### src/rtl/txf_pkg.sv
package txf_pkg;
    typedef enum logic [1:0] {
        FLG_KEEP = 2'd0,
        FLG_SET  = 2'd1,
        FLG_CLR  = 2'd2
    } flag_act_e;
endpackage

### src/rtl/txf_ctrl.sv
module txf_ctrl #(
    parameter int DEPTH = 4,
    parameter int AW    = 2,
    parameter int CW    = 3
) (
    input  logic          clk,
    input  logic          rst_n,
    input  logic          wr_en,
    input  logic          fifo_en,
    input  logic          hold_empty,
    output logic          push_ok,
    output logic          pop_ok,
    output logic [AW-1:0] wr_ptr,
    output logic [AW-1:0] rd_ptr,
    output logic [CW-1:0] count_q,
    output logic [CW-1:0] count_next
);
    typedef struct packed {
        logic [AW-1:0] wr;
        logic [AW-1:0] rd;
        logic [CW-1:0] cnt;
    } ctrl_t;

    localparam logic [AW-1:0] LAST = AW'(DEPTH - 1);
    localparam logic [CW-1:0] FULL = CW'(DEPTH);

    ctrl_t st_d, st_q;

    always_comb begin
        st_d    = st_q;
        pop_ok  = fifo_en && hold_empty && (st_q.cnt != '0);
        push_ok = wr_en && (st_q.cnt != FULL);
        if (push_ok) begin
            st_d.wr = (st_q.wr == LAST) ? '0 : st_q.wr + 1'b1;
        end
        if (pop_ok) begin
            st_d.rd = (st_q.rd == LAST) ? '0 : st_q.rd + 1'b1;
        end
        if (push_ok && !pop_ok) begin
            st_d.cnt = st_q.cnt + 1'b1;
        end else if (pop_ok && !push_ok) begin
            st_d.cnt = st_q.cnt - 1'b1;
        end
    end

    always_ff @(posedge clk or negedge rst_n) begin
        if (!rst_n) begin
            st_q <= '0;
        end else begin
            st_q <= st_d;
        end
    end

    assign wr_ptr     = st_q.wr;
    assign rd_ptr     = st_q.rd;
    assign count_q    = st_q.cnt;
    assign count_next = st_d.cnt;
endmodule

### src/rtl/txf_store.sv
module txf_store #(
    parameter int WIDTH = 8,
    parameter int DEPTH = 4,
    parameter int AW    = 2
) (
    input  logic             clk,
    input  logic             rst_n,
    input  logic             we,
    input  logic [AW-1:0]    waddr,
    input  logic [WIDTH-1:0] wdata,
    input  logic [AW-1:0]    raddr,
    output logic [WIDTH-1:0] rdata
);
    logic [WIDTH-1:0] mem_q [DEPTH];
    logic [WIDTH-1:0] mem_d [DEPTH];
    logic [DEPTH-1:0] sel;

    for (genvar gi = 0; gi < DEPTH; gi++) begin : g_sel
        assign sel[gi] = we && (waddr == AW'(gi));
    end

    always_comb begin
        for (int i = 0; i < DEPTH; i++) begin
            mem_d[i] = sel[i] ? wdata : mem_q[i];
        end
    end

    always_ff @(posedge clk or negedge rst_n) begin
        if (!rst_n) begin
            for (int i = 0; i < DEPTH; i++) mem_q[i] <= '0;
        end else begin
            for (int i = 0; i < DEPTH; i++) mem_q[i] <= mem_d[i];
        end
    end

    assign rdata = mem_q[raddr];
endmodule

### src/rtl/txf_reqflag.sv
module txf_reqflag #(
    parameter int DEPTH = 4,
    parameter int CW    = 3
) (
    input  logic          clk,
    input  logic          rst_n,
    input  logic [CW-1:0] count_next,
    input  logic          sw_wr,
    input  logic          sw_val,
    input  logic          irq_en,
    output logic          req_q,
    output logic          irq
);
    import txf_pkg::*;

    localparam logic [CW-1:0] FULL = CW'(DEPTH);

    flag_act_e act;
    logic      req_d;

    always_comb begin
        if (count_next == FULL) begin
            act = FLG_CLR;
        end else if (count_next == '0) begin
            act = FLG_SET;
        end else if (sw_wr && !sw_val) begin
            act = FLG_CLR;
        end else begin
            act = FLG_KEEP;
        end
        case (act)
            FLG_SET: req_d = 1'b1;
            FLG_CLR: req_d = 1'b0;
            default: req_d = req_q;
        endcase
    end

    always_ff @(posedge clk or negedge rst_n) begin
        if (!rst_n) begin
            req_q <= 1'b1;
        end else begin
            req_q <= req_d;
        end
    end

    assign irq = req_q && irq_en;
endmodule

### src/rtl/tx_fifo_dreq.sv
module tx_fifo_dreq #(
    parameter int WIDTH = 8,
    parameter int DEPTH = 4,
    localparam int AW   = (DEPTH > 1) ? $clog2(DEPTH) : 1,
    localparam int CW   = $clog2(DEPTH + 1)
) (
    input  logic             clk,
    input  logic             rst_n,
    input  logic             wr_en,
    input  logic [WIDTH-1:0] wr_data,
    input  logic             flag_wr,
    input  logic             flag_wdata,
    input  logic             fifo_en,
    input  logic             hold_empty,
    input  logic             irq_en,
    output logic [WIDTH-1:0] head_data,
    output logic             load_o,
    output logic [CW-1:0]    count_o,
    output logic             req_o,
    output logic             irq_o
);
    logic          push_ok;
    logic [AW-1:0] wr_ptr;
    logic [AW-1:0] rd_ptr;
    logic [CW-1:0] count_next;

    txf_ctrl #(.DEPTH(DEPTH), .AW(AW), .CW(CW)) u_ctrl (
        .clk        (clk),
        .rst_n      (rst_n),
        .wr_en      (wr_en),
        .fifo_en    (fifo_en),
        .hold_empty (hold_empty),
        .push_ok    (push_ok),
        .pop_ok     (load_o),
        .wr_ptr     (wr_ptr),
        .rd_ptr     (rd_ptr),
        .count_q    (count_o),
        .count_next (count_next)
    );

    txf_store #(.WIDTH(WIDTH), .DEPTH(DEPTH), .AW(AW)) u_store (
        .clk   (clk),
        .rst_n (rst_n),
        .we    (push_ok),
        .waddr (wr_ptr),
        .wdata (wr_data),
        .raddr (rd_ptr),
        .rdata (head_data)
    );

    txf_reqflag #(.DEPTH(DEPTH), .CW(CW)) u_flag (
        .clk        (clk),
        .rst_n      (rst_n),
        .count_next (count_next),
        .sw_wr      (flag_wr),
        .sw_val     (flag_wdata),
        .irq_en     (irq_en),
        .req_q      (req_o),
        .irq        (irq_o)
    );
endmodule

### config.mk
export PLATFORM = sky130hd
export DESIGN_NAME = tx_fifo_dreq
export DESIGN_NICKNAME = d
export VERILOG_FILES = /design/src/rtl/txf_pkg.sv /design/src/rtl/txf_ctrl.sv /design/src/rtl/txf_store.sv /design/src/rtl/txf_reqflag.sv /design/src/rtl/tx_fifo_dreq.sv
export SDC_FILE = /design/constraint.sdc
export NUM_CORES = 1
export LEC_CHECK = 0
export BUFFER_PORTS_ARGS = -buffer_cell sky130_fd_sc_hd__buf_2
export CAP_MARGIN = 20
export CORE_MARGIN = 2
export CORE_UTILIZATION = 36
export DETAILED_ROUTE_END_ITERATION = 10
export GPL_TIMING_DRIVEN = 1
export PLACE_DENSITY = 0.54
export SETUP_SLACK_MARGIN = 0.5
export SKIP_LAST_GASP = 1
export SYNTH_ARGS = -nofsm -noshare
export SYNTH_HDL_FRONTEND = slang
export SYNTH_SLANG_ARGS = --single-unit
export TNS_END_PERCENT = 10
### constraint.sdc
create_clock -name clk -period 2.53 [get_ports clk]
set_input_delay 0.759 -clock clk [delete_from_list [all_inputs] [get_ports clk]]
set_output_delay 0.759 -clock clk [all_outputs]
set_load 0.005 [all_outputs]
==> impl_metrics.ini <==
[floorplanning]
die_w_um = 76.9
start_util_pct = 37.5
die_y_um = 76.9
core_area_um2 = 5110
num_io_pins = 30
die-area_um2 = 5920
fp-row-count = 26

[layout]
synthToLayoutAreaGrowth_pct = 22.8
fin_nets = 193
antenna_cells = 0
drive_gt1_share_pct = 57.1
fin_util_pct = 46.1
final_common_cell = dfrtp_1
mostFrequentLayoutCells = dfrtp_1, mux2_2, buf_2, mux4_2
final_cells = 240

[setup_path]
r2r_cells = 7
worstPathRequired_ns = 1.77
rr_startpoint = u_ctrl.count_q[0]
cp.arrival_ns = 1.49
cp-end-kind = primary output
cp-start-kind = flip-flop
critical_path_class = flip-flop to primary output
cp_max_fo = 8
reg2reg_to = u_ctrl.count_q[1]
rrSetupSlack_ns = 0.80

[global_routing]
track_usage_pct = 13.3
grt_pass1_vias = 1271
grt-ovfl-total = 0
grt_pass1_wl_mm = 6.04
antenna_found_initial = 0
grt_max_degree = 22

[pwr]
pwr_density_cell_nw_per_um2 = 1300
p_leak_uw = 0.00107
peakVddDrop_mv = 0.508
p_comb_share_pct = 42.9
p_sw_share_pct = 30.7
p_int_uw = 2120
p_seq_share_pct = 38.6
power_uw = 3060
clkPwrFrac_pct = 18.5
p_switching_uw = 940

[timing]
slew_headroom_pct = 65.7
fin_setup_tns_ns = 0
hold_viol_final = 0
slew_viol_final = 0
worst_pin_slew_ns = 0.514
timing.final.crit_share_pct = 89.0
fmax_mhz = 444
finClkSkew_ns = 0.00846
fin_crit_ns = 2.25
finalSetupViolCount = 0
rsz0062_at_grt = true
fin_ws_ns = 0.278

[clocking]
tritoncts = yes
clock_sinks = 40
htree_levels = 2
clk_path_buf_depth = 2
clk_latency_ns = 0.29
numCtsBuffers = 5
cts.clk_slew.worst_paths_ns = 0.08
ctsHoldBuffers = 0
cts-root-buf = clkbuf_8

[logic_synthesis]
postSynthAreaPerCell_um2 = 14.7
synth_top_cell_area_share_pct = 50.9
yosysSeqAreaShare_pct = 52.3
synth_area_um2 = 1920
synthCells = 130
synth.ff_latch_count = 40
ys_warn_count = 0
yosys.area.top_type = dfrtp_1
synthesis.nets = 154
ys_types = 27
yosys-top-cells-area = dfrtp_1, mux2_2, mux4_2

[placed_design]
dp_cells = 229
gp_congestion = 0.767
dp_hpwl_mm = 2.60
pre_cts_ws_ns = 0.349
numPortBuffers = 29

[run_status]
outcome = finished, final reports clean

[detailed_routing]
drtIter0Drc = 78
ant_nets = 0
wirelength_mm = 3.62
remaining_drc_errors = 0
dr.pass1.iters = 3
wire_per_inst_um = 15.1
vias_per_cell = 4.93
vias = 1184

[flow_run]
cap_violations = 0

[worst_hold_path]
hold_path_class = input port to asynchronous set/reset pin
## synthesized netlist by cell type (all sizes together)
cell type  instances
a21boi             1
a21o               1
a21oi              1
a22oi              1
and2               1
buf                2
dfrtp             39
dfstp              1
ha                 8
inv                6
mux2              33
mux2i              1
mux4               8
nand2             10
nor2               4
nor2b              1
nor3               2
nor4               1
o21a               1
o21ai              3
o31ai              1
or2                1
or3b               1
xnor2              2
## per-stage QoR
stage	area [um2]	hold slack (ns)
floorplan	1920	0.463
global placement	2190	0.481
detailed placement	2190	0.488
CTS	2340	0.444
global route	2350	0.457
finish	2350	0.428
## worst max path at each step
stage | from | end
5_1_grt | u_ctrl.rd_ptr[0] | head_data[2]
4_1_cts | u_ctrl.rd_ptr[0] | head_data[0]
3_5_place_dp | fifo_en | load_o
3_3_place_gp | fifo_en | load_o
6_report | u_ctrl.rd_ptr[0] | head_data[0]
2_1_floorplan | fifo_en | load_o
## critical path, cell delays in order (launching register included)
cell     delay [ns]
dfrtp_1        0.40
buf_12         0.16
mux4_2         0.50
buf_2          0.14
## registers in the layout (all words and copies together), names as in the netlist
register,flops
u_store.mem_q,32
u_ctrl.count_q,3
u_ctrl.rd_ptr,2
u_ctrl.wr_ptr,2
u_flag.req_q,1
## per-layer routing
metal  track usage, %  up-vias  wire [um]
li1                 -      544          -
met1             15.6      610       1540
met2             22.7       25       1840
met3             3.88        5        183
met4             5.45        0         52
met5                0        -          0
## power groups by stage
stage	sequential [uW]	combinational [uW]	clock (uW)
after detailed placement	1220	1250	0
after CTS	1190	1330	580
after global routing	1220	1460	610
after floorplan	1120	925	0
final	1180	1310	566
after global placement	1190	1210	0
## final cells by class
cell class | count | area [um2]
clock buffer | 7 | 96.3
clock inverter | 1 | 30.0
fill | 482 | 2760
inverter | 6 | 22.5
multi-input combinational | 82 | 905
sequential | 40 | 1000
tap | 70 | 87.6
timing repair buffer | 34 | 208
## cell families (layout without fill, tap and decap cells)
| logic type | count (synthesis) | after routing | synth area share, % |
|---|---|---|---|
| mux | 42 | 42 | 29.3 |
| compound gates | 9 | 9 | 4.44 |
| simple gates | 21 | 21 | 6.14 |
| fa+ha+maj | 8 | 8 | 5.23 |
| flops | 40 | 40 | 52.3 |
| xor+xnor | 2 | 2 | 0.915 |
| buf+inv | 8 | 48 | 1.63 |
## timing repair
item	in CTS	in global routing
pin swaps	0	1
endpoints found under the setup margin	9	9
resized for setup	2	1
setup buffers	3	0
(Power assumes the default switching activity.)
